**src/rtl/lp_pkg.sv**
```systemverilog
package lp_pkg;

    // Synchronized view of one asynchronous input.
    typedef struct packed {
        logic level;
        logic rise;
        logic fall;
    } edge_info_t;

    function automatic logic any_edge(edge_info_t e);
        return e.rise | e.fall;
    endfunction

    // Width needed to hold values 0..max_val.
    function automatic int count_width(int max_val);
        return (max_val < 1) ? 1 : $clog2(max_val + 1);
    endfunction

endpackage

```
**src/rtl/lp_sync_edge.sv**
```systemverilog
module lp_sync_edge
    import lp_pkg::*;
#(
    parameter int STAGES = 2
) (
    input  logic       clk,
    input  logic       rst,
    input  logic       async_i,
    output edge_info_t info_o
);

    logic [STAGES-1:0] chain;
    logic              delayed;

    generate
        if (STAGES == 1) begin : g_single
            always_ff @(posedge clk) begin
                if (rst) chain <= '0;
                else     chain <= async_i;
            end
        end else begin : g_multi
            always_ff @(posedge clk) begin
                if (rst) chain <= '0;
                else     chain <= {chain[STAGES-2:0], async_i};
            end
        end
    endgenerate

    always_ff @(posedge clk) begin
        if (rst) delayed <= 1'b0;
        else     delayed <= chain[STAGES-1];
    end

    always_comb begin
        info_o.level = chain[STAGES-1];
        info_o.rise  = chain[STAGES-1] & ~delayed;
        info_o.fall  = ~chain[STAGES-1] & delayed;
    end

endmodule

```
**src/rtl/lp_holdoff.sv**
```systemverilog
module lp_holdoff
    import lp_pkg::*;
#(
    parameter int HOLD = 4
) (
    input  logic       clk,
    input  logic       rst,
    input  edge_info_t info_i,
    output logic       ready_o
);

    localparam int CW = count_width(HOLD);
    localparam logic [CW-1:0] LIMIT = CW'(HOLD);

    logic [CW-1:0] count;
    logic          restart;

    assign restart = any_edge(info_i);

    always_ff @(posedge clk) begin
        if (rst || restart)      count <= '0;
        else if (count != LIMIT) count <= count + 1'b1;
    end

    // An edge in the current cycle disqualifies even a saturated count.
    assign ready_o = (count == LIMIT) && !restart;

endmodule

```
**src/rtl/lp_arm.sv**
```systemverilog
module lp_arm (
    input  logic clk,
    input  logic rst,
    input  logic arm_i,
    input  logic qualify_i,
    output logic pulse_o,
    output logic pending_o
);

    logic fire;

    assign fire = pending_o & qualify_i;

    always_ff @(posedge clk) begin
        if (rst) begin
            pending_o <= 1'b0;
            pulse_o   <= 1'b0;
        end else begin
            pulse_o <= fire;
            if (arm_i)     pending_o <= 1'b1;
            else if (fire) pending_o <= 1'b0;
        end
    end

endmodule

```
**src/rtl/lp_strobe_gen.sv**
```systemverilog
module lp_strobe_gen
    import lp_pkg::*;
#(
    parameter int HOLD        = 4,
    parameter int SYNC_STAGES = 2
) (
    input  logic clk,
    input  logic rst,
    input  logic eoc_i,
    input  logic lval_i,
    output logic load_o
);

    edge_info_t eoc_info;
    edge_info_t lval_info;
    logic       eoc_ready;
    logic       lval_ready;
    logic       qualify;
    logic       pending;
    logic       eoc_lvl;
    logic       lval_lvl;

    lp_sync_edge #(.STAGES(SYNC_STAGES)) u_sync_eoc (
        .clk    (clk),
        .rst    (rst),
        .async_i(eoc_i),
        .info_o (eoc_info)
    );

    lp_sync_edge #(.STAGES(SYNC_STAGES)) u_sync_lval (
        .clk    (clk),
        .rst    (rst),
        .async_i(lval_i),
        .info_o (lval_info)
    );

    lp_holdoff #(.HOLD(HOLD)) u_hold_eoc (
        .clk    (clk),
        .rst    (rst),
        .info_i (eoc_info),
        .ready_o(eoc_ready)
    );

    lp_holdoff #(.HOLD(HOLD)) u_hold_lval (
        .clk    (clk),
        .rst    (rst),
        .info_i (lval_info),
        .ready_o(lval_ready)
    );

    assign eoc_lvl  = eoc_info.level;
    assign lval_lvl = lval_info.level;
    assign qualify  = eoc_lvl & ~lval_lvl & eoc_ready & lval_ready;

    lp_arm u_arm (
        .clk      (clk),
        .rst      (rst),
        .arm_i    (eoc_info.rise),
        .qualify_i(qualify),
        .pulse_o  (load_o),
        .pending_o(pending)
    );

endmodule

```
**config.mk**
```make
export PLATFORM = sky130hd
export DESIGN_NAME = lp_strobe_gen
export DESIGN_NICKNAME = d
export VERILOG_FILES = /design/src/rtl/lp_pkg.sv /design/src/rtl/lp_sync_edge.sv /design/src/rtl/lp_holdoff.sv /design/src/rtl/lp_arm.sv /design/src/rtl/lp_strobe_gen.sv
export SDC_FILE = /design/constraint.sdc
export NUM_CORES = 1
export LEC_CHECK = 0
export ABC_AREA = 0
export BUFFER_PORTS_ARGS = -buffer_cell sky130_fd_sc_hd__buf_2
export CELL_PAD_IN_SITES_DETAIL_PLACEMENT = 1
export CELL_PAD_IN_SITES_GLOBAL_PLACEMENT = 2
export CORE_MARGIN = 2
export CORE_UTILIZATION = 36
export CTS_CLUSTER_DIAMETER = 30
export DETAILED_ROUTE_END_ITERATION = 10
export PLACE_DENSITY = 0.87
export SETUP_SLACK_MARGIN = 0.5
export SLEW_MARGIN = 20
export SYNTH_ARGS = -nofsm -noshare
export SYNTH_HDL_FRONTEND = slang
export SYNTH_SLANG_ARGS = --single-unit
```
**constraint.sdc**
```tcl
create_clock -name clk -period 2.61 [get_ports clk]
set_input_delay 0.261 -clock clk [delete_from_list [all_inputs] [get_ports clk]]
set_output_delay 0.261 -clock clk [all_outputs]
set_load 0.05 [all_outputs]
```
Word level (Yosys, flattened, before mapping)
Index checks and enable logic that the tools add are counted.
{"block": "word_totals", "reg_bits": 14, "inputBits": 4, "out_inout_bits": 1, "elab_cells": 37}
{"block": "classes", "add_sub_neg": 2, "n_eq_ne": 4, "muxes": 2, "bitwise": 14, "reduce_logical": 7}
{"op": "bitwise AND 1 bit", "count": 8}
{"op": "adder 3 x 1 -> 3 bit (second input constant)", "count": 2}
{"op": "== test 3 bit (second input constant)", "count": 2}
{"op": "inequality test 3 bit (second input constant)", "count": 2}
{"op": "inverter 1 bit", "count": 4}
{"op": "logical AND 1 bit", "count": 2}
{"op": "zero test 1 bit", "count": 2}
{"op": "logical OR 1 bit", "count": 2}
{"op": "2-to-1 mux 1 bit", "count": 2}
{"op": "OR 1 bit", "count": 2}
{"op": "nonzero test 2 bit", "count": 1}

Logic depth before layout (Yosys ltp)
{"block": "depth", "ltp_word": 10, "mapped_depth": 5, "depth_no_buf": 5}

Modules after synthesis
Synthesis repeated with hierarchy kept, for this count alone.
{"block": "hier_totals", "cells_unflattened": 64, "hier_area_um2": 619.3}
{"module": "lp_holdoff", "n_inst": 2, "cells_each": 19, "area_per_inst_um2": 172.7, "seq_area_each_um2": 60.1}
{"module": "lp_sync_edge", "n_inst": 2, "cells_each": 9, "area_per_inst_um2": 98.8, "seq_area_each_um2": 60.1}
{"module": "lp_arm", "n_inst": 1, "cells_each": 7, "area_per_inst_um2": 66.3, "seq_area_each_um2": 40.0}
{"module": "lp_strobe_gen", "n_inst": 1, "cells_each": 1, "area_per_inst_um2": 10.0, "seq_area_each_um2": 0.0}

Worst setup path before layout
OpenSTA, ideal clock, no wires.
{"block": "synth_path", "path_type": "register to register", "startpoint": "reg u_sync_eoc.delayed", "endpoint": "reg u_arm.pending_o", "setup_ps": 126, "t_arrival_ps": 995, "required_ps": 2484, "slack_ps": 1490, "stages_incl_launch_ff": 6, "path_buffers": 0, "synth_period_minus_slack_ps": 1120, "path_cell_list": "dfxtp_1 > inv_1 > ha_1 > nand4bb_1 > nor3_1 > o22ai_1"}
{"block": "synth_between", "elab_chain_len": 9, "elab_cells_between_ends": 11, "classes_between": "1 x mux; 7 x bitwise; 3 x reduce/logical"}
{"item": "from (decl)", "line_no": "lp_sync_edge.sv:13", "text": "logic delayed;"}
{"item": "from (signal assigned)", "line_no": "lp_sync_edge.sv:31", "text": "else delayed <= chain[STAGES-1];"}
{"item": "inverter 1 bit", "line_no": "lp_sync_edge.sv:36", "text": "info_o.rise = chain[STAGES-1] & ~delayed;"}
{"item": "bitwise AND 1 bit", "line_no": "lp_sync_edge.sv:36"}
{"item": "OR 1 bit", "line_no": "lp_pkg.sv:11", "text": "return e.rise | e.fall;"}
{"item": "zero test 1 bit", "line_no": "lp_holdoff.sv:26", "text": "assign ready_o = (count == LIMIT) && !restart;"}
{"item": "logical AND 1 bit", "line_no": "lp_holdoff.sv:26"}
{"item": "bitwise AND 1 bit (2 in a row)", "line_no": "lp_strobe_gen.sv:53", "text": "assign qualify = eoc_lvl & ~lval_lvl & eoc_ready & lval_ready;"}
{"item": "bitwise AND 1 bit", "line_no": "lp_arm.sv:12", "text": "assign fire = pending_o & qualify_i;"}
{"item": "nonzero test 2 bit (no line)"}
{"item": "to (signal assigned)", "line_no": "lp_arm.sv:16", "text": "pending_o <= 1'b0;"}
{"item": "to (signal assigned)", "line_no": "lp_arm.sv:20", "text": "if (arm_i) pending_o <= 1'b1;"}
{"item": "to (signal assigned)", "line_no": "lp_arm.sv:21", "text": "else if (fire) pending_o <= 1'b0;"}
{"item": "to (decl)", "line_no": "lp_arm.sv:7", "text": "output logic pending_o"}
Parallel ways exist; a longest one is shown, timed or not.
A chain may end at the register's enable or synchronous reset.

Final worst setup path
{"block": "layout_path", "startpoint": "reg u_sync_eoc.chain[1]", "endpoint": "reg u_arm.pending_o"}
{"block": "layout_between", "elab_chain_len": 9, "elab_cells_between_ends": 12, "classes_between": "1 x mux; 8 x bitwise; 3 x reduce/logical"}
{"item": "from (decl)", "line_no": "lp_sync_edge.sv:12", "text": "logic [STAGES-1:0] chain;"}
{"item": "from (signal assigned)", "line_no": "lp_sync_edge.sv:24", "text": "else chain <= {chain[STAGES-2:0], async_i};"}
{"item": "inverter 1 bit", "line_no": "lp_sync_edge.sv:37", "text": "info_o.fall = ~chain[STAGES-1] & delayed;"}
{"item": "bitwise AND 1 bit", "line_no": "lp_sync_edge.sv:37"}
{"item": "OR 1 bit", "line_no": "lp_pkg.sv:11"}
{"item": "zero test 1 bit", "line_no": "lp_holdoff.sv:26"}
{"item": "logical AND 1 bit", "line_no": "lp_holdoff.sv:26"}
{"item": "bitwise AND 1 bit (2 in a row)", "line_no": "lp_strobe_gen.sv:53"}
{"item": "bitwise AND 1 bit", "line_no": "lp_arm.sv:12"}
{"item": "nonzero test 2 bit (no line)"}
Parallel ways exist; a longest one is shown, timed or not.

==> impl_metrics.py <==
metrics = {
    "grt": {
        "grt_pass1_wl_mm": 1.587,
        "grt_usage_pct": 11.84,
        "first_global_vias": 390,
        "gr-total-overflow": 0,
        "grt_max_degree": 11,
        "antenna_found_initial": 0,
    },
    "worst_setup_path": {
        "critical_path.max_stage_delay_ns": 0.34,
        "worstSetupStartpointType": "flop",
        "crit_required_ns": 2.78,
        "critPathSlowestCell": "ha_1",
        "crit_path_end_kind": "flop",
        "crit_type": "reg -> reg",
        "r2r_end": "u_arm.pending_o",
        "r2r_setup_slack_ns": 1.42,
        "critPathMaxFanout": 3,
        "ff2ff_path_depth": 4,
        "critPathArrivalTime_ns": 1.36,
        "startpoint": "u_sync_eoc.chain[1]",
        "path_cells": "ha_1, nand4bb_1, nor3_1, o22ai_1",
        "r2r_start": "u_sync_eoc.chain[1]",
    },
    "route": {
        "avgRoutedWirePerCell_um": 10.28,
        "wl_met2_um": 354,
        "via_count": 390,
        "maxUsedRoutingLayer": "met4",
        "drc": 0,
        "wl_met3_um": 46,
        "via_per_inst": 4.699,
        "drt_iter0_markers": 5,
        "routed_wirelength_um": 853,
        "routedLengthMet1_um": 432,
        "final_antenna_net_count": 0,
        "dr.pass1.iters": 3,
    },
    "timing": {
        "timing.final.max_slew_violations": 0,
        "tightestPinTransition_ns": 0.2468,
        "post-route-period-util_pct": 45.75,
        "setup_viol_count_final": 0,
        "fmax_mhz": 837.4,
        "fin_crit_ns": 1.194,
        "finClkSkew_ns": 0.003962,
        "grt_setup_unrepaired": "false",
        "max_slew_margin_pct": 83.66,
        "fin_setup_tns_ns": 0,
        "hold_violations": 0,
    },
    "layout": {
        "drive_gt1_share_pct": 17.91,
        "fill_cells": 175,
        "multiInputGateArea_um2": 270.3,
        "synthToLayoutAreaGrowth_pct": 13.32,
        "finish.utilization_pct": 43.11,
        "diodes": 0,
        "finalNonFillerCells": 83,
        "nets": 77,
        "area.sequential_um2": 280.3,
    },
    "min_path": {
        "hold_class": "in -> reg",
        "whs_path_depth": 2,
        "min_to": "u_sync_lval.chain[0]",
        "min_from": "lval_i",
    },
    "synth": {
        "synth_flop_cell": "dfxtp_1",
        "ys_types": 17,
        "synth_top_family_by_area": "simple AND/OR/NAND/NOR gates",
        "synth_top_area_share_pct": 48.91,
        "synth_cells": 59,
        "synthAdderAreaFrac_pct": 10.92,
        "synth_nets": 68,
        "synthMuxAreaShare_pct": 0,
        "synth_compound_area_share_pct": 2.838,
        "ys_seq_area_share_pct": 48.91,
        "synthXorXnorAreaFrac_pct": 4.585,
        "syn-cell-area_um2": 573.1,
        "yosysWarnings": 0,
        "async_flop_share_pct": 0,
        "yosysMostFrequentCell": "dfxtp_1",
        "ys_top_cells_by_area": "dfxtp_1, ha_1, nor2b_1, xnor2_1, inv_1",
        "synth_edf_count": 0,
        "yosys.area.top_type": "dfxtp_1",
        "synthSimpleGateAreaFrac_pct": 28.82,
        "synth-seq-cells": 14,
        "syn_area_per_cell_um2": 9.713,
        "ys_top_cells_by_count": "dfxtp_1, inv_1, nor2_1, nor2b_1",
    },
    "clock_network": {
        "hold_buffers": 0,
        "post_cts_resized": 0,
        "htree_num_levels": 1,
        "numClockSinks": 14,
        "insertion_delay_ns": 0.27,
        "cts_tree": "yes",
        "cts_buffers": 3,
        "clk_pin_slew_worst_paths_ns": 0.08,
        "clock-root-buffer": "clkbuf_4",
        "clk_path_buf_depth": 2,
        "postCtsSetupRepairBufs": 0,
    },
    "floorplan": {
        "core_area_um2": 1506,
        "ios": 5,
        "die_x_um": 43.90,
        "fp.dieH_um": 43.90,
        "die_area_um2": 1927,
        "initial_core_util_pct": 38.04,
        "num_rows": 14,
    },
    "placement": {
        "gp_congestion": 0.6478,
        "dp_hpwl_um": 688.7,
        "placement.io_buffers": 4,
        "placedCellCount": 79,
    },
    "power_and_ir_drop": {
        "vdd_drop_max_mv": 0.3038,
        "p_leak_uw": 0.0002656,
        "power_uw": 434.2,
        "power.density_nw_per_um2": 668.6,
    },
    "run_status": {
        "outcome": "finished, final reports clean",
    },
    "flow_run": {
        "max_cap_viol_count": 0,
    },
}
-- logic make-up (layout without fill, tap and decap cells) --
group	after synthesis	after routing
AO/OA/AOI/OAI	3	3
XOR/XNOR	3	3
adder cells (fa/ha/maj)	5	5
buffers and inverters	6	14
flip-flops	14	14
AND/OR/NAND/NOR	28	28
-- worst max path at each step --
stage / to / slack, ns / depth (start not counted)
floorplan: u_arm.pending_o / 1.49 / 5
global placement: u_arm.pending_o / 1.46 / 5
detailed placement: u_arm.pending_o / 1.41 / 5
CTS: u_arm.pending_o / 1.41 / 5
global route: u_arm.pending_o / 1.31 / 5
finish: u_arm.pending_o / 1.42 / 4
-- power by group --
group | switching, uW | internal [uW]
Combinational | 23.9 | 22.1
Sequential | 9.81 | 227
Clock | 66.3 | 84.8
-- per-stage QoR --
step	instance area, um^2	setup WS [ns]	hold slack [ns]
after floorplan	573.1	1.490	0.3326
after global placement	613.1	1.462	0.4171
after detailed placement	613.1	1.407	0.4266
after CTS	649.4	1.406	0.1834
after global routing	649.4	1.314	0.1842
final	649.4	1.416	0.1978
-- state kept, by name (all words and copies together) (netlist names) --
signal / count
u_sync_lval.chain: 2
u_sync_lval.delayed: 1
u_arm.pending_o: 1
u_sync_eoc.delayed: 1
u_hold_eoc.count: 3
u_hold_lval.count: 3
u_arm.pulse_o: 1
u_sync_eoc.chain: 2
-- cell usage in the layout, fill, tap and decap left out, types with 2 or more instances in the layout --
master / instances
nor2b_1: 6
inv_1: 6
nand3_1: 2
ha_1: 5
nand2_1: 5
nor2_1: 6
nand2b_1: 2
xnor2_1: 3
buf_2: 4
a21oi_1: 2
nor3_1: 2
clkbuf_4: 3
dfxtp_1: 14
-- per-layer routing --
| layer | global-route usage [%] | vias up |
|---|---|---|
| met4 | 7.273 | 0 |
| li1 | - | 203 |
| met5 | 0 | - |
| met2 | 16.76 | 7 |
| met3 | 6.250 | 2 |
| met1 | 13.96 | 178 |
-- worst max-delay path, delay by kind of cell (launching register included) --
| family | cells | cell delay, ns |
|---|---|---|
| adder cells (fa/ha/maj) | 1 | 0.34 |
| flip-flops | 1 | 0.33 |
| AND/OR/NAND/NOR | 2 | 0.32 |
| AO/OA/AOI/OAI | 1 | 0.10 |
-- cell type report --
cell class                 count  share of cell area (%)
multi-input combinational     39                   41.62
timing repair buffer           4                   3.083
sequential                    14                   43.16
inverter                       6                   3.468
tap                           16                   3.083
clock buffer                   4                   5.588
No activity file was read; power rests on OpenSTA's default activity.
